--- config.mk ---
export PLATFORM = sky130hd
export DESIGN_NAME = quad_pwm_unit
export DESIGN_NICKNAME = d
export VERILOG_FILES = /design/src/rtl/qpwm_pkg.sv /design/src/rtl/qpwm_regs.sv /design/src/rtl/qpwm_tick.sv /design/src/rtl/qpwm_chan.sv /design/src/rtl/quad_pwm_unit.sv
export SDC_FILE = /design/constraint.sdc
export NUM_CORES = 1
export LEC_CHECK = 0
export BUFFER_PORTS_ARGS = -buffer_cell sky130_fd_sc_hd__buf_4
export CORE_MARGIN = 2
export CORE_UTILIZATION = 45
export CTS_CLUSTER_SIZE = 16
export DETAILED_ROUTE_END_ITERATION = 16
export SLEW_MARGIN = 20
export SYNTH_ARGS = -nofsm -noshare
export SYNTH_HDL_FRONTEND = slang
export SYNTH_SLANG_ARGS = --single-unit
--- constraint.sdc ---
create_clock -name clk -period 3.65 [get_ports clk]
set_input_delay 0 -clock clk [delete_from_list [all_inputs] [get_ports clk]]
set_output_delay 0 -clock clk [all_outputs]
set_load 0.03 [all_outputs]
--- src/rtl/qpwm_pkg.sv ---
package qpwm_pkg;
  localparam int NCH    = 4;
  localparam int ADDR_W = 6;
  localparam int DATA_W = 32;

  // Bit offsets inside the shared control word
  localparam int EN_LSB  = 0;
  localparam int POL_LSB = 8;
  localparam int TYP_LSB = 15;

  localparam logic [ADDR_W-1:0] OFF_CTRL = 6'h00;
  localparam logic [ADDR_W-1:0] OFF_PRE  = 6'h24;

  function automatic logic [ADDR_W-1:0] per_off(input int ch);
    return ADDR_W'(4 + 8 * ch);
  endfunction

  function automatic logic [ADDR_W-1:0] duty_off(input int ch);
    return ADDR_W'(8 + 8 * ch);
  endfunction
endpackage

--- src/rtl/qpwm_regs.sv ---
module qpwm_regs
  import qpwm_pkg::*;
#(
  parameter int CNT_W = 16,
  parameter int PRE_W = 6
) (
  input  logic              clk,
  input  logic              rst_n,
  input  logic [ADDR_W-1:0] addr,
  input  logic              we,
  input  logic [DATA_W-1:0] wdata,
  input  logic              re,
  output logic [DATA_W-1:0] rdata,
  output logic [NCH-1:0]    en_o,
  output logic [NCH-1:0]    pol_o,
  output logic [NCH-1:0]    typ_o,
  output logic [CNT_W-1:0]  per_o  [NCH],
  output logic [CNT_W-1:0]  duty_o [NCH],
  output logic [PRE_W-1:0]  pre_o  [NCH]
);
  localparam int PRE_BITS = NCH * PRE_W;

  logic [NCH-1:0]      en_q, pol_q, typ_q;
  logic [PRE_BITS-1:0] pre_q;
  logic [DATA_W-1:0]   rd_mux, rdata_q;

  always_ff @(posedge clk or negedge rst_n) begin
    if (!rst_n) begin
      en_q  <= '0;
      pol_q <= '1;
      typ_q <= '0;
      pre_q <= '0;
    end else if (we) begin
      if (addr == OFF_CTRL) begin
        en_q  <= wdata[EN_LSB  +: NCH];
        pol_q <= wdata[POL_LSB +: NCH];
        typ_q <= wdata[TYP_LSB +: NCH];
      end
      if (addr == OFF_PRE) pre_q <= wdata[PRE_BITS-1:0];
    end
  end

  for (genvar c = 0; c < NCH; c++) begin : g_ch
    logic [CNT_W-1:0] per_q, duty_q;
    always_ff @(posedge clk or negedge rst_n) begin
      if (!rst_n) begin
        per_q  <= '0;
        duty_q <= '0;
      end else if (we) begin
        if (addr == per_off(c))  per_q  <= wdata[CNT_W-1:0];
        if (addr == duty_off(c)) duty_q <= wdata[CNT_W-1:0];
      end
    end
    assign per_o[c]  = per_q;
    assign duty_o[c] = duty_q;
    // fields are packed in reverse channel order
    assign pre_o[c]  = pre_q[(NCH-1-c)*PRE_W +: PRE_W];
  end

  always_comb begin
    rd_mux = '0;
    if (addr == OFF_CTRL) begin
      rd_mux[EN_LSB  +: NCH] = en_q;
      rd_mux[POL_LSB +: NCH] = pol_q;
      rd_mux[TYP_LSB +: NCH] = typ_q;
    end
    if (addr == OFF_PRE) rd_mux[PRE_BITS-1:0] = pre_q;
    for (int c = 0; c < NCH; c++) begin
      if (addr == per_off(c))  rd_mux[CNT_W-1:0] = per_o[c];
      if (addr == duty_off(c)) rd_mux[CNT_W-1:0] = duty_o[c];
    end
  end

  always_ff @(posedge clk or negedge rst_n) begin
    if (!rst_n) rdata_q <= '0;
    else        rdata_q <= re ? rd_mux : '0;
  end

  assign rdata = rdata_q;
  assign en_o  = en_q;
  assign pol_o = pol_q;
  assign typ_o = typ_q;
endmodule

--- src/rtl/qpwm_tick.sv ---
module qpwm_tick #(
  parameter int PRE_W = 6
) (
  input  logic             clk,
  input  logic             rst_n,
  input  logic             clr,
  input  logic [PRE_W-1:0] lim,
  output logic             tick
);
  logic [PRE_W-1:0] cnt_q;

  always_ff @(posedge clk or negedge rst_n) begin
    if (!rst_n)           cnt_q <= '0;
    else if (clr)         cnt_q <= '0;
    else if (cnt_q == lim) cnt_q <= '0;
    else                  cnt_q <= cnt_q + 1'b1;
  end

  assign tick = !clr && (cnt_q == lim);
endmodule

--- src/rtl/qpwm_chan.sv ---
module qpwm_chan #(
  parameter int CNT_W = 16,
  parameter int PRE_W = 6
) (
  input  logic             clk,
  input  logic             rst_n,
  input  logic             en,
  input  logic             pol,
  input  logic [CNT_W-1:0] per_in,
  input  logic [CNT_W-1:0] duty_in,
  input  logic [PRE_W-1:0] pre_in,
  output logic             pwm
);
  logic             run_q;
  logic [CNT_W-1:0] per_w, duty_w, cyc_q;
  logic [PRE_W-1:0] pre_w;
  logic             start, tick, wrap, active;

  assign start = en && !run_q;
  assign wrap  = ({1'b0, cyc_q} + 1'b1) >= {1'b0, per_w};

  qpwm_tick #(.PRE_W(PRE_W)) tick_i (
    .clk  (clk),
    .rst_n(rst_n),
    .clr  (!run_q),
    .lim  (pre_w),
    .tick (tick)
  );

  always_ff @(posedge clk or negedge rst_n) begin
    if (!rst_n) begin
      run_q  <= 1'b0;
      per_w  <= '0;
      duty_w <= '0;
      pre_w  <= '0;
      cyc_q  <= '0;
    end else begin
      run_q <= en;
      if (start) begin
        per_w  <= per_in;
        duty_w <= duty_in;
        pre_w  <= pre_in;
        cyc_q  <= '0;
      end else if (!run_q || !en) begin
        cyc_q <= '0;
      end else if (tick) begin
        cyc_q <= wrap ? '0 : cyc_q + 1'b1;
      end
    end
  end

  assign active = run_q && (cyc_q < duty_w);
  assign pwm    = active ? pol : !pol;
endmodule

--- src/rtl/quad_pwm_unit.sv ---
module quad_pwm_unit
  import qpwm_pkg::*;
#(
  parameter int CNT_W = 16,
  parameter int PRE_W = 6
) (
  input  logic              clk,
  input  logic              rst_n,
  input  logic [ADDR_W-1:0] bus_addr,
  input  logic              bus_we,
  input  logic [DATA_W-1:0] bus_wdata,
  input  logic              bus_re,
  output logic [DATA_W-1:0] bus_rdata,
  output logic [NCH-1:0]    pwm_out
);
  logic [NCH-1:0]   en_bits, pol_bits, type_bits;
  logic [CNT_W-1:0] per_v  [NCH];
  logic [CNT_W-1:0] duty_v [NCH];
  logic [PRE_W-1:0] pre_v  [NCH];

  qpwm_regs #(.CNT_W(CNT_W), .PRE_W(PRE_W)) regs_i (
    .clk   (clk),
    .rst_n (rst_n),
    .addr  (bus_addr),
    .we    (bus_we),
    .wdata (bus_wdata),
    .re    (bus_re),
    .rdata (bus_rdata),
    .en_o  (en_bits),
    .pol_o (pol_bits),
    .typ_o (type_bits),
    .per_o (per_v),
    .duty_o(duty_v),
    .pre_o (pre_v)
  );

  for (genvar c = 0; c < NCH; c++) begin : g_chan
    qpwm_chan #(.CNT_W(CNT_W), .PRE_W(PRE_W)) chan_i (
      .clk    (clk),
      .rst_n  (rst_n),
      .en     (en_bits[c]),
      .pol    (pol_bits[c]),
      .per_in (per_v[c]),
      .duty_in(duty_v[c]),
      .pre_in (pre_v[c]),
      .pwm    (pwm_out[c])
    );
  end
endmodule

==> flow_summary.json, run 1 <==
{
  "path_class": "reg -> reg",
  "grt_overflow": 0,
  "final_nets": 2374,
  "cts_root_buffer": "clkbuf_16",
  "grt_pass1_vias": 16600,
  "internal_power_w": 0.0101,
  "wl_met2_mm": 26.6,
  "synth.avg_cell_area_um2": 10.7,
  "antenna_cells": 0,
  "reg2reg_from": "g_chan[2].chan_i.cyc_q[2]",
  "avgViaCountPerCell": 5.61,
  "clkSinkCount": 432,
  "synth_xor_area_share_pct": 3.67,
  "wl_per_cell_um": 20.3,
  "yosysWarnings": 0,
  "fin_crit_ps": 3380,
  "setup_viol": 0,
  "insertion_delay_ps": 580,
  "final_common_cell": "dfrtp_1",
  "drc": 0,
  "h-tree-depth": 2,
  "rsz0062_at_grt": "false",
  "wl_met3_mm": 3.02,
  "core_area_mm2": 0.0500,
  "power_leakage_nw": 12.2,
  "dp.cells": 2791,
  "hold_slack_ps": 19.5,
  "synth_top_family_by_area": "multiplexers",
  "p_comb_share_pct": 21.3,
  "post_cts_buffers": 0,
  "die_w_um": 228,
  "firstDrtPassIters": 6,
  "postRouteAntennaNets": 0,
  "finalCritPeriodShare_pct": 92.7,
  "grt_pass1_wl_mm": 94.3,
  "initial_core_util_pct": 45.4,
  "p_clk_share_pct": 36.8,
  "p_sw_w": 0.00433,
  "netlist_instances": 2116,
  "cts_buffers": 48,
  "fp-row-count": 82,
  "p_seq_share_pct": 41.9,
  "stdcell_count": 2907,
  "synth_cell_type_count": 74,
  "synth_compound_area_share_pct": 11.0,
  "async_flop_share_pct": 100,
  "endpoint_kind": "register",
  "synth-edff-count": 0,
  "hp-class": "in -> reg",
  "hold_violations": 0,
  "status": "finished clean",
  "vdd_drop_max_mv": 0.396,
  "finalMaxSlewViolations": 0,
  "cts_tree": "done",
  "drt-total-wl_mm": 59.0,
  "drive_above_1_share_pct": 21.0,
  "vias": 16300,
  "grt_max_degree": 143,
  "die_area_mm2": 0.0522,
  "topRoutingLayerUsed": "met4",
  "synthSimpleGateAreaFrac_pct": 11.7,
  "synth_adder_area_share_pct": 7.29,
  "skew_ps": 24.0,
  "antenna_found_initial": 1,
  "crit_fanout": 14,
  "io_buffer_count": 61,
  "critPathLaunch": "g_chan[2].chan_i.cyc_q[2]",
  "drt_iter0_drc": 1153,
  "fillers": 4460,
  "power.density_mw_per_mm2": 557,
  "syn_to_final_growth_pct": 14.6,
  "min_from": "bus_addr[3]",
  "syn-cell-area_mm2": 0.0227,
  "gp_congestion": 0.863,
  "synth_flop_cell": "dfrtp_1",
  "arrival_ps": 3820,
  "muxShareOfSynthArea_pct": 13.6,
  "clkTransAtPathRegs_ps": 70,
  "start_kind": "register",
  "total_power_w": 0.0145,
  "clock.fmax_mhz": 296,
  "seq_area_frac_synth_pct": 47.7,
  "seq_area_mm2": 0.0108,
  "cts.path.max_buffers": 3,
  "slew_headroom_pct": 34.2,
  "multi_input_area_mm2": 0.0108,
  "synth.ff_latch_count": 432,
  "dp.final_hpwl_mm": 42.1,
  "final_cell_mix": "dfrtp_1 (428), mux2_2 (227), nand2_1 (221)",
  "gr-usage-all-layers_pct": 22.9,
  "die-height_um": 228,
  "wl_met1_mm": 27.3,
  "switching_share_pct": 29.9,
  "pin_count": 78,
  "required_ps": 4090,
  "cap_violations": 0,
  "tns_ps": 0,
  "worst_slew_pin_slew_ps": 985
}
## worst max-delay path, stage by stage (launching register included)
cell and delay (ps):
dfrtp_1 500, and3_1 260, buf_4 170, nand3_1 100
nor2_1 170, nand2_1 130, xnor2_1 210, ha_1 330
nand4_1 140, a2111oi_0 470, nor3_2 140, o21ai_4 470
o21ai_0 170
## stage by stage
step,setup slack (ps),instance area [µm²],util [%]
6_report,267,26000,52.0
3_5_place_dp,196,23900,47.9
5_1_grt,1.14,26000,52.0
3_3_place_gp,315,23900,47.9
4_1_cts,168,26000,52.0
2_1_floorplan,358,22700,-
## what timing repair did
item,CTS,global route
resized for setup,0,3
setup endpoints to repair,0,17
endpoints found under the hold margin,391,0
hold buffers,31,0
## sequential cells by signal, summed over array words and instances, names as in the netlist, 24 cells and up
signal and cells:
g_chan.chan_i.duty_w 64, regs_i.g_ch.per_q 64, regs_i.g_ch.duty_q 64, g_chan.chan_i.cyc_q 64
regs_i.rdata 24, g_chan.chan_i.tick_i.cnt_q 24, g_chan.chan_i.per_w 64, g_chan.chan_i.pre_w 24
regs_i.pre_o 24
## kinds of logic after synthesis
kind of cell / count (synthesis)
adders and majority gates: 132
AOI/OAI and AO/OA: 376
xor gates and xnor gates: 95
buffers and inverters: 268
DFF: 432
other: 1
and+or+nand+nor: 537
muxes: 275
## path summary, 6_finish.rpt
path	cells past startpoint	slack, ps	end
max	12	270	g_chan[2].chan_i.cyc_q[0]
min	3	20	regs_i.rdata[10]
max reg2reg	12	270	g_chan[2].chan_i.cyc_q[0]
min reg2reg	2	510	g_chan[2].chan_i.per_w[4]
max in group asynchronous	4	2140	regs_i.g_ch[1].duty_q[5]
min in group asynchronous	3	430	regs_i.g_ch[3].per_q[8]
## power groups by stage
stage	Sequential (W)	Combinational (W)	Clock [W]
5_1_grt	0.00614	0.00345	0.00559
6_report	0.00606	0.00309	0.00532
4_1_cts	0.00606	0.00309	0.00542
3_3_place_gp	0.00611	0.00295	0
2_1_floorplan	0.00594	0.00217	0
3_5_place_dp	0.00614	0.00304	0
## routing by layer
metal / global-route usage [%] / up-vias
met5: 0 / -
met4: 8.64 / 0
met3: 3.71 / 99
met2: 35.9 / 400
met1: 32.1 / 8156
li1: - / 7661
## layout make-up
type	count	share of cell area, %
clock inverter	25	1.52
sequential	432	41.6
multi-input combinational	1423	41.6
tap	672	3.24
inverter	149	2.15
clock buffer	60	5.11
timing repair buffer	146	4.81
## synth_stat cells, types with 7 or more instances
| library cell | count | area share [%] |
|---|---|---|
| xor2_1 | 40 | 1.5 |
| xnor2_1 | 55 | 2.1 |
| inv_1 | 149 | 2.5 |
| mux2_2 | 227 | 11 |
| nor4_1 | 9 | 0.25 |
| o211ai_1 | 17 | 0.56 |
| nand2_1 | 221 | 3.7 |
| mux2i_1 | 44 | 1.9 |
| buf_4 | 15 | 0.50 |
| a221oi_1 | 15 | 0.58 |
| nor3b_1 | 9 | 0.30 |
| buf_2 | 35 | 0.77 |
| o2bb2ai_1 | 12 | 0.46 |
| a41oi_1 | 14 | 0.54 |
| o21ai_0 | 136 | 3.0 |
| nand3_1 | 72 | 1.6 |
| nand3b_1 | 11 | 0.36 |
| or2_2 | 7 | 0.19 |
| a21oi_1 | 46 | 1.0 |
| o31ai_1 | 14 | 0.46 |
| clkbuf_1 | 52 | 0.86 |
| o22ai_1 | 7 | 0.19 |
| and3_1 | 30 | 0.83 |
| buf_1 | 13 | 0.22 |
| a21boi_0 | 7 | 0.23 |
| a211oi_1 | 14 | 0.46 |
| a21o_1 | 12 | 0.40 |
| dfrtp_1 | 428 | 47 |
| a22oi_1 | 10 | 0.33 |
| ha_1 | 132 | 7.3 |
| nor2b_1 | 19 | 0.52 |
| a221o_1 | 7 | 0.31 |
| and2_1 | 9 | 0.25 |
| nor3_1 | 12 | 0.26 |
| nand4_1 | 25 | 0.69 |
| nand2b_1 | 7 | 0.19 |
| nor2_1 | 78 | 1.3 |
| a31oi_1 | 16 | 0.44 |
(Power assumes the default switching activity.)
==> inputs of run 2 (changes only) <==
CAP_MARGIN = 20   (was unset)
clock period = 3.4 ns   (was 3.65 ns; I/O delays follow)
==> run 2 against run 1 <==
- global-route usage is 0.068 points higher
- wire length is 0.20% higher
- largest cell class is now multi-input combinational cells
- critical path type unchanged
- power is 5.7% higher
==> flow_summary.json, run 2 (synthesized netlist as in run 1, its figures left out) <==
{
  "status": "finished clean",
  "avgViaCountPerCell": 5.51,
  "p_comb_share_pct": 21.9,
  "drc": 0,
  "hp-class": "in -> async",
  "cts_root_buffer": "clkbuf_16",
  "grt_pass1_wl_mm": 94.2,
  "worst_slew_pin_slew_ps": 962,
  "final_common_cell": "dfrtp_1",
  "gr-usage-all-layers_pct": 23.0,
  "finalMaxSlewViolations": 0,
  "cap_violations": 0,
  "crit_fanout": 20,
  "clkTransAtPathRegs_ps": 60,
  "firstDrtPassIters": 5,
  "hold_violations": 0,
  "pin_count": 78,
  "endpoint_kind": "register",
  "cts_tree": "done",
  "drt-total-wl_mm": 59.1,
  "switching_share_pct": 30.1,
  "h-tree-depth": 2,
  "setup_viol": 0,
  "start_kind": "register",
  "cts.path.max_buffers": 3,
  "final_cell_mix": "dfrtp_1 (426), mux2_2 (227), nand2_1 (219)",
  "fillers": 4403,
  "final_nets": 2393,
  "power_leakage_nw": 12.3,
  "die_w_um": 228,
  "initial_core_util_pct": 45.4,
  "postRouteAntennaNets": 0,
  "vdd_drop_max_mv": 0.399,
  "required_ps": 3890,
  "drive_above_1_share_pct": 22.4,
  "path_common_cell": "nand3_1",
  "tns_ps": 0,
  "cpPeakStageDelay_ps": 430,
  "slew_headroom_pct": 35.9,
  "core_area_mm2": 0.0500,
  "antenna_found_initial": 0,
  "p_sw_w": 0.00461,
  "skew_ps": 9.85,
  "path_class": "reg -> reg",
  "vias": 16200,
  "cts_buffers": 47,
  "gp_congestion": 0.861,
  "fin_crit_ps": 3230,
  "p_seq_share_pct": 42.5,
  "p_clk_share_pct": 35.6,
  "insertion_delay_ps": 580,
  "arrival_ps": 3720,
  "io_buffer_count": 61,
  "total_power_w": 0.0153,
  "dp.final_hpwl_mm": 42.5,
  "hold_slack_ps": 33.7,
  "clkSinkCount": 432,
  "syn_to_final_growth_pct": 15.4,
  "grt_pass1_vias": 16500,
  "die-height_um": 228,
  "die_area_mm2": 0.0522,
  "grt_overflow": 0,
  "drt_iter0_drc": 1133,
  "internal_power_w": 0.0107,
  "finalCritPeriodShare_pct": 95.1,
  "grt_max_degree": 94,
  "power.density_mw_per_mm2": 585,
  "crit_chain": "ha_2 -> nand3_1 -> nor2_4 -> nand3_1 -> xnor2_1 -> ha_1 -> a21o_1 -> a211o_1 -> a21oi_1 -> and3_1 -> buf_4 -> a31oi_1 -> mux2i_1",
  "wl_per_cell_um": 20.2,
  "crit_path_top_delay_cell": "dfrtp_1",
  "fp-row-count": 82,
  "clock.fmax_mhz": 309
}
-- run 2: cell types whose count changed in the layout (fill, tap and decap cells not counted), sizes merged --
| cell | change |
|---|---|
| buf | +21 |
| clkbuf | +5 |
| bufinv | -3 |
| diode | +2 |
| clkinv | -1 |
| dlygate4sd3 | -1 |
-- run 2: final timing paths --
| check | to | start | cells past startpoint | slack [ps] |
|---|---|---|---|---|
| max in group asynchronous | g_chan[1].chan_i.cyc_q[3] | rst_n | 3 | 2280 |
| max reg2reg | g_chan[0].chan_i.cyc_q[11] | g_chan[0].chan_i.cyc_q[1] | 13 | 170 |
| min in group clk | regs_i.rdata[0] | bus_addr[3] | 3 | 50 |
| min | g_chan[0].chan_i.cyc_q[4] | rst_n | 2 | 30 |
| min reg2reg | g_chan[0].chan_i.per_w[14] | g_chan[0].chan_i.per_w[14] | 2 | 500 |
| max | g_chan[0].chan_i.cyc_q[11] | g_chan[0].chan_i.cyc_q[1] | 13 | 170 |
-- run 2: through the flow --
stage	std cells	setup WS, ps	utilization [%]	cell area [µm²]
after global placement	2809	139	48.1	24000
after global routing	2928	-114	52.3	26200
final	2930	168	52.3	26200
after CTS	2924	35.3	52.0	26000
after detailed placement	2809	-0.517	48.1	24000
after floorplan	2123	108	-	22700
-- run 2: worst max-delay path: cells and delay by family (launching register included) --
family	cells	cell delay, ps
xor gates and xnor gates	1	220
and+or+nand+nor	4	750
muxes	1	170
AOI/OAI and AO/OA	4	800
DFF	1	430
buffers and inverters	1	240
adders and majority gates	2	530
-- run 2: power by group through the flow --
stage / Clock, W / Sequential [W] / Combinational [W]
2_1_floorplan: 0 / 0.00637 / 0.00233
3_3_place_gp: 0 / 0.00656 / 0.00316
3_5_place_dp: 0 / 0.00659 / 0.00325
4_1_cts: 0.00556 / 0.00650 / 0.00331
5_1_grt: 0.00575 / 0.00660 / 0.00375
6_report: 0.00545 / 0.00650 / 0.00335
-- run 2: routing by layer --
layer | global-route usage, % | wire, µm | vias to the layer above
li1 | - | - | 7675
met1 | 32.3 | 27500 | 8047
met2 | 36.5 | 26900 | 339
met3 | 3.16 | 2700 | 93
met4 | 8.23 | 1980 | 0
met5 | 0 | 0 | -
-- run 2: cell type report --
cell class / count / area, µm² / share of cell area, %
Multi-Input combinational cell: 1423 / 10900 / 41.7
Sequential cell: 432 / 10800 / 41.4
Timing Repair Buffer: 166 / 1390 / 5.31
Clock buffer: 65 / 1360 / 5.19
Tap cell: 672 / 841 / 3.21
Inverter: 149 / 559 / 2.14
Clock inverter: 21 / 292 / 1.11
Antenna cell: 2 / 5.00 / 0.0191
-- run 2: timing repair --
action / 4_1_cts / 5_1_grt
gates cloned: 0 / 0
pin swaps: 0 / 4
hold buffers: 29 / 0
hold endpoints to repair: 274 / 0
gates resized for setup: 1 / 26
buffers inserted: 0 / 4
endpoints found under the setup margin: 1 / 57
